File: src/rtl/clkbank_pkg.sv
// Package: shared constants, the bank selection record and the code decoder.
// Assumes three outputs per bank and a 3-bit configuration code.
package clkbank_pkg;

    localparam int NUM_OUT = 3;
    localparam int CFG_W   = 3;

    // Decoded selection: rate pick for bank A plus per-output enables.
    typedef struct packed {
        logic               a_fast;
        logic [NUM_OUT-1:0] en_a;
        logic [NUM_OUT-1:0] en_b;
        logic [NUM_OUT-1:0] en_c;
    } bank_sel_t;

    // Map a configuration code to its enable set and bank-A rate.
    function automatic bank_sel_t decode_sel(input logic [CFG_W-1:0] code);
        bank_sel_t s;
        s = '0;
        case (code)
            3'b000: begin s.en_a = 3'b001; s.en_c = 3'b001; end
            3'b001: begin s.en_a = 3'b001; s.en_b = 3'b001; s.en_c = 3'b001; end
            3'b010: begin s.en_a = 3'b011; s.en_c = 3'b011; end
            3'b011: begin s.en_a = 3'b111; s.en_b = 3'b111; s.en_c = 3'b111; end
            3'b100: begin s.en_a = 3'b001; s.en_c = 3'b001; s.a_fast = 1'b1; end
            3'b101: begin s.en_a = 3'b011; s.en_b = 3'b011; s.en_c = 3'b011; end
            3'b110: begin s.en_a = 3'b011; s.en_c = 3'b011; s.a_fast = 1'b1; end
            default: s = '0;
        endcase
        return s;
    endfunction

endpackage

File: src/rtl/clkbank_phase_gen.sv
// Phase generator: one modulo-DIV_SLOW counter feeds three registered
// divided clocks, so all of them share phase and rise together at count 0.
// Assumes DIV_SLOW is a multiple of DIV_FAST and DIV_MID, and all are even.
module clkbank_phase_gen #(
    parameter int DIV_FAST = 4,
    parameter int DIV_MID  = 10,
    parameter int DIV_SLOW = 20
) (
    input  logic       clk,
    input  logic       rst_n,
    output logic [2:0] ph,      // [0] fast, [1] mid, [2] slow
    output logic       wrap     // last count of the slow period
);
    localparam int CNT_W    = $clog2(DIV_SLOW);
    localparam int DIVS [3] = '{DIV_FAST, DIV_MID, DIV_SLOW};

    logic [CNT_W-1:0] cnt;

    assign wrap = (cnt == CNT_W'(DIV_SLOW - 1));

    // Shared phase counter, cleared by reset.
    always_ff @(posedge clk) begin
        if (!rst_n)    cnt <= '0;
        else if (wrap) cnt <= '0;
        else           cnt <= cnt + CNT_W'(1);
    end

    for (genvar g = 0; g < 3; g++) begin : g_div
        // Registered 50% clock: high for the first half of each sub-period.
        always_ff @(posedge clk) begin
            if (!rst_n) ph[g] <= 1'b0;
            else        ph[g] <= ((int'(cnt) % DIVS[g]) < (DIVS[g] / 2));
        end
    end

endmodule

File: src/rtl/clkbank_cfg_hold.sv
// Configuration holder: keeps the active code, loads it freely in reset and
// otherwise only at the slow-period wrap, then decodes it.
// Assumes wrap is asserted in the cycle whose edge restarts the slow period.
module clkbank_cfg_hold
    import clkbank_pkg::*;
(
    input  logic             clk,
    input  logic             rst_n,
    input  logic [CFG_W-1:0] cfg_in,
    input  logic             wrap,
    output bank_sel_t        sel
);
    logic [CFG_W-1:0] code_q;

    // Capture the code during reset or at the period boundary only.
    always_ff @(posedge clk) begin
        if (!rst_n || wrap) code_q <= cfg_in;
    end

    // Decode the held code.
    always_comb sel = decode_sel(code_q);

endmodule

File: src/rtl/clkbank_out_stage.sv
// Output stage: gates the divided clocks per output and builds the parked
// values for disabled outputs (single-ended 0, pair 0/1).
// Assumes ph inputs are glitch-free registered clocks.
module clkbank_out_stage
    import clkbank_pkg::*;
(
    input  bank_sel_t          sel,
    input  logic               ph_fast,
    input  logic               ph_mid,
    input  logic               ph_slow,
    output logic [NUM_OUT-1:0] a_clk,
    output logic [NUM_OUT-1:0] a_oe,
    output logic [NUM_OUT-1:0] b_clk,
    output logic [NUM_OUT-1:0] b_oe,
    output logic [NUM_OUT-1:0] c_p,
    output logic [NUM_OUT-1:0] c_n,
    output logic [NUM_OUT-1:0] c_oe
);
    logic a_src;

    // Bank A rate pick.
    assign a_src = sel.a_fast ? ph_mid : ph_slow;

    for (genvar i = 0; i < NUM_OUT; i++) begin : g_out
        assign a_oe[i]  = sel.en_a[i];
        assign a_clk[i] = sel.en_a[i] & a_src;
        assign b_oe[i]  = sel.en_b[i];
        assign b_clk[i] = sel.en_b[i] & ph_fast;
        assign c_oe[i]  = sel.en_c[i];
        assign c_p[i]   = sel.en_c[i] & ph_fast;
        assign c_n[i]   = ~(sel.en_c[i] & ph_fast);
    end

endmodule

File: src/rtl/clkbank_top.sv
// Top: three-bank clock divider with enable decode and an ungated slow
// reference. Assumes clk is the fast source clock and rst_n is synchronous.
module clkbank_top
    import clkbank_pkg::*;
#(
    parameter int DIV_FAST = 4,
    parameter int DIV_MID  = 10,
    parameter int DIV_SLOW = 20
) (
    input  logic               clk,
    input  logic               rst_n,
    input  logic [CFG_W-1:0]   cfg_code,
    output logic [NUM_OUT-1:0] a_clk,
    output logic [NUM_OUT-1:0] a_oe,
    output logic [NUM_OUT-1:0] b_clk,
    output logic [NUM_OUT-1:0] b_oe,
    output logic [NUM_OUT-1:0] c_p,
    output logic [NUM_OUT-1:0] c_n,
    output logic [NUM_OUT-1:0] c_oe,
    output logic               ref_clk
);
    logic [2:0] ph;
    logic       wrap;
    logic       ph_fast, ph_mid, ph_slow;
    bank_sel_t  sel;

    clkbank_phase_gen #(
        .DIV_FAST (DIV_FAST),
        .DIV_MID  (DIV_MID),
        .DIV_SLOW (DIV_SLOW)
    ) phase_i (
        .clk   (clk),
        .rst_n (rst_n),
        .ph    (ph),
        .wrap  (wrap)
    );

    assign ph_fast = ph[0];
    assign ph_mid  = ph[1];
    assign ph_slow = ph[2];

    clkbank_cfg_hold cfg_i (
        .clk    (clk),
        .rst_n  (rst_n),
        .cfg_in (cfg_code),
        .wrap   (wrap),
        .sel    (sel)
    );

    clkbank_out_stage out_i (
        .sel     (sel),
        .ph_fast (ph_fast),
        .ph_mid  (ph_mid),
        .ph_slow (ph_slow),
        .a_clk   (a_clk),
        .a_oe    (a_oe),
        .b_clk   (b_clk),
        .b_oe    (b_oe),
        .c_p     (c_p),
        .c_n     (c_n),
        .c_oe    (c_oe)
    );

    // Reference clock is never gated by the configuration.
    assign ref_clk = ph_slow;

endmodule

File: config.mk
export PLATFORM = sky130hd
export DESIGN_NAME = clkbank_top
export DESIGN_NICKNAME = d
export VERILOG_FILES = /design/src/rtl/clkbank_pkg.sv /design/src/rtl/clkbank_phase_gen.sv /design/src/rtl/clkbank_cfg_hold.sv /design/src/rtl/clkbank_out_stage.sv /design/src/rtl/clkbank_top.sv
export SDC_FILE = /design/constraint.sdc
export NUM_CORES = 1
export LEC_CHECK = 0
export ABC_CLOCK_PERIOD_IN_PS = 2150
export BUFFER_PORTS_ARGS = -buffer_cell sky130_fd_sc_hd__clkbuf_2
export CAP_MARGIN = 20
export CORE_MARGIN = 5
export CORE_UTILIZATION = 46
export CTS_CLUSTER_DIAMETER = 50
export CTS_CLUSTER_SIZE = 28
export DETAILED_ROUTE_END_ITERATION = 10
export GPL_ROUTABILITY_DRIVEN = 0
export PLACE_DENSITY = 0.75
export SLEW_MARGIN = 5
export SYNTH_ARGS = -nofsm -noshare
export SYNTH_HDL_FRONTEND = slang
export SYNTH_HIERARCHICAL = 1
export SYNTH_SLANG_ARGS = --single-unit
File: constraint.sdc
create_clock -name clk -period 2.15 [get_ports clk]
set_input_delay 0.1075 -clock clk [delete_from_list [all_inputs] [get_ports clk]]
set_output_delay 0.1075 -clock clk [all_outputs]
set_load 0.01 [all_outputs]
==> reports/results.tsv <==
metric	value	unit
simple-gate portion of the synthesized area	23.86	%
post-synthesis adder-cell area fraction	7.823	%
Worst Path Required	2.30	ns
PortBufs	26	
RSZ-0062 raised after global routing	no	
worst r2r dst	phase_i/ph[1]$_SDFF_PN0_	
Max-Cap Viols	0	
initial detailed-routing violation count	26	
Leak	0.5425	nW
TNS Setup	0	ns
yosys warns	6	
GRT Total Usage	13.21	%
Vias/cell	5.315	
dpl ws	0.1666	ns
initial core utilization	48.42	%
most frequent cells in the layout	clkbuf_2 (26), inv_1 (10), nor2_1 (9), nand2_1 (7), dfxtp_1 (7)	
Hold Path End	cfg_i/code_q[1]$_DFFE_PP_	
slowest stage delay, CP	0.48	ns
P per Cell Area	491.4	nW/um2
Slew @ Worst Pin	0.4357	ns
Nets	147	
Chip Width	55.68	um
Largest delay share family, worst path	compound AO/OA/AOI/OAI gates	
CTS sink count	11	
Clk pin slew, worst setup/hold paths	0.07	ns
Compound-Gate Fraction of Synth Area	18.25	%
Placement Rows	16	
largest net degree at the start of global routing	13	
clock root buffer master	clkbuf_4	
initial antenna violation count	0	
WHS	0.01096	ns
Post-Synthesis Cells	115	
DRT Pass-1 Iters	4	
Num CTS Buffers	3	
Buf/Inv on CP	1	
hpwl dp	1568	um
total core area	1982	um2
Post-synth EDFFs	3	
Post-Place Cells	158	
Synth Area in XOR/XNOR	4.563	%
final core occ	53.85	%
post-synthesis mux area share	2.086	%
io pins	27	
Final setup viols	0	
CP cell instances	nor2_1 > inv_1 > ha_1 > nand4b_2 > a2111oi_0 > a2111o_1 > a211oi_2	
Worst Hold Launch	cfg_code[1]	
total wire length	1970	um
maximum VDD drop	0.4051	mV
most common cell after layout, fill and taps aside	clkbuf_2	
Final Hold Fails	0	
DR vias	861	
CP max-delay cell	a2111oi_0	
drc violations	0	
drt wl/cell	12.16	um
Startpoint Class	flop	
outcome	finished clean	
count of cell types in the netlist	39	
clk_lat worst skew	0.27	ns
Crit Path Class	reg2reg	
Worst Hold Path Cells	1	
relative max-transition margin	70.20	%
cells on worst reg2reg path	7	
Synth Net Count	126	
CTS tree	done	
Syn Std Cell Area	959.7	um2
Die Y	55.68	um
antenna-violating nets left	0	
share of flip-flops with an asynchronous set or reset	0	%
Yosys reg bits	11	
Pins Over Slew Limit	0	
Crit Reg-Reg Startpoint	phase_i/cnt[2]$_SDFF_PP0_	
CP Max Fanout	8	
Synth Flop Type	dfxtp_1	
Final min period	2.030	ns
final worst slack	0.1196	ns
vias in the first global route	843	
Setup crit end kind	flop	
Clock Path Buffers	2	
fmax	492.5	MHz
Setup Skew	0.001320	ns
worst path arrival time	2.18	ns
Reg2Reg Setup Slack	0.12	ns
Diodes inserted	0	
syn_area_per_cell	8.345	um2
Hold/Removal Path Class	in2reg	
largest family of logic cells by synthesized area	simple AND/OR/NAND/NOR gates	
Clock H-tree levels	1	
Finished Layout Cells	162	
total grt overflow	0	
global-route wire length before repair	3443	um
layout cells sized above 1	28.15	%
register area share after synthesis	26.08	%
Area Growth Syn to Fin	11.21	%
period utilisation layout	94.44	%
full die area	3100	um2
[power by group]
group | internal [mW] | total [mW] | switching, mW
clock | 0.0719 | 0.140 | 0.0682
sequential | 0.226 | 0.239 | 0.0132
combinational | 0.0646 | 0.146 | 0.0810
[how the worst max path moves through the flow]
stage,startpoint,to,slack (ns),depth (start not counted)
after floorplan,phase_i/cnt[2]$_SDFF_PP0_,phase_i/ph[1]$_SDFF_PN0_,0.16,9
after global placement,phase_i/cnt[4]$_SDFF_PP0_,phase_i/ph[1]$_SDFF_PN0_,0.18,7
after detailed placement,phase_i/cnt[4]$_SDFF_PP0_,phase_i/ph[1]$_SDFF_PN0_,0.17,7
after CTS,phase_i/cnt[2]$_SDFF_PP0_,phase_i/ph[1]$_SDFF_PN0_,0.13,7
after global routing,phase_i/cnt[2]$_SDFF_PP0_,phase_i/ph[1]$_SDFF_PN0_,0.004,7
final,phase_i/cnt[2]$_SDFF_PP0_,phase_i/ph[1]$_SDFF_PN0_,0.12,7
[logic make-up (layout without fill, tap and decap cells)]
kind of cell               Yosys count  in the layout
DFF                                 11             11
AOI/OAI and AO/OA                   24             24
and+or+nand+nor                     41             41
buffers and inverters               26             46
adders and majority gates            6              6
xor gates and xnor gates             5              5
muxes                                2              2
[stage by stage]
stage / power [mW] / area (um2)
after floorplan: 0.3580 / 959.7
after global placement: 0.3840 / 1040
after detailed placement: 0.3883 / 1040
after CTS: 0.5290 / 1066
after global routing: 0.5641 / 1067
final: 0.5245 / 1067
[registers in the layout (all words and copies together) (netlist names)]
signal        cells
phase_i/cnt       5
cfg_i/code_q      3
phase_i/ph        3
[Yosys cell counts (2+ instances only)]
library cell	instances	share of area, %
a21oi_1	3	1.6
xnor2_1	3	2.7
nand3_1	3	1.6
and2_1	4	2.6
o21a_1	2	1.6
buf_6	3	3.5
ha_1	6	7.8
inv_1	10	3.9
nand2_1	7	2.7
o21ai_0	5	2.6
edfxtp_1	3	9.4
buf_4	12	9.4
nor2_1	9	3.5
a211oi_1	2	1.6
xor2_1	2	1.8
dfxtp_1	8	17
mux2i_1	2	2.1
nor2b_1	5	3.3
a2111oi_0	2	1.8
nand2b_1	5	3.3
[per-layer routing]
metal	wire length (um)	part of all wire (%)	vias up	global-route usage (%)
li1	-	-	419	-
met1	768	39	388	13.99
met2	946	48	54	23.31
met3	255	13	0	6.497
met4	0	0	0	3.125
met5	0	0	-	0
[repair_timing]
action / in CTS / in global routing
setup endpoints to repair: 0 / 1
setup buffers: 0 / 0
hold buffers: 0 / 0
gates resized for setup: 0 / 1
[cell type report]
class | instances | area (um2)
Multi-Input combinational cell | 78 | 543.0
Inverter | 10 | 37.54
Tap cell | 27 | 33.78
Clock buffer | 4 | 26.28
Fill cell | 192 | 914.6
Sequential cell | 11 | 251.5
Timing Repair Buffer | 32 | 175.2
(Power assumes the default switching activity.)
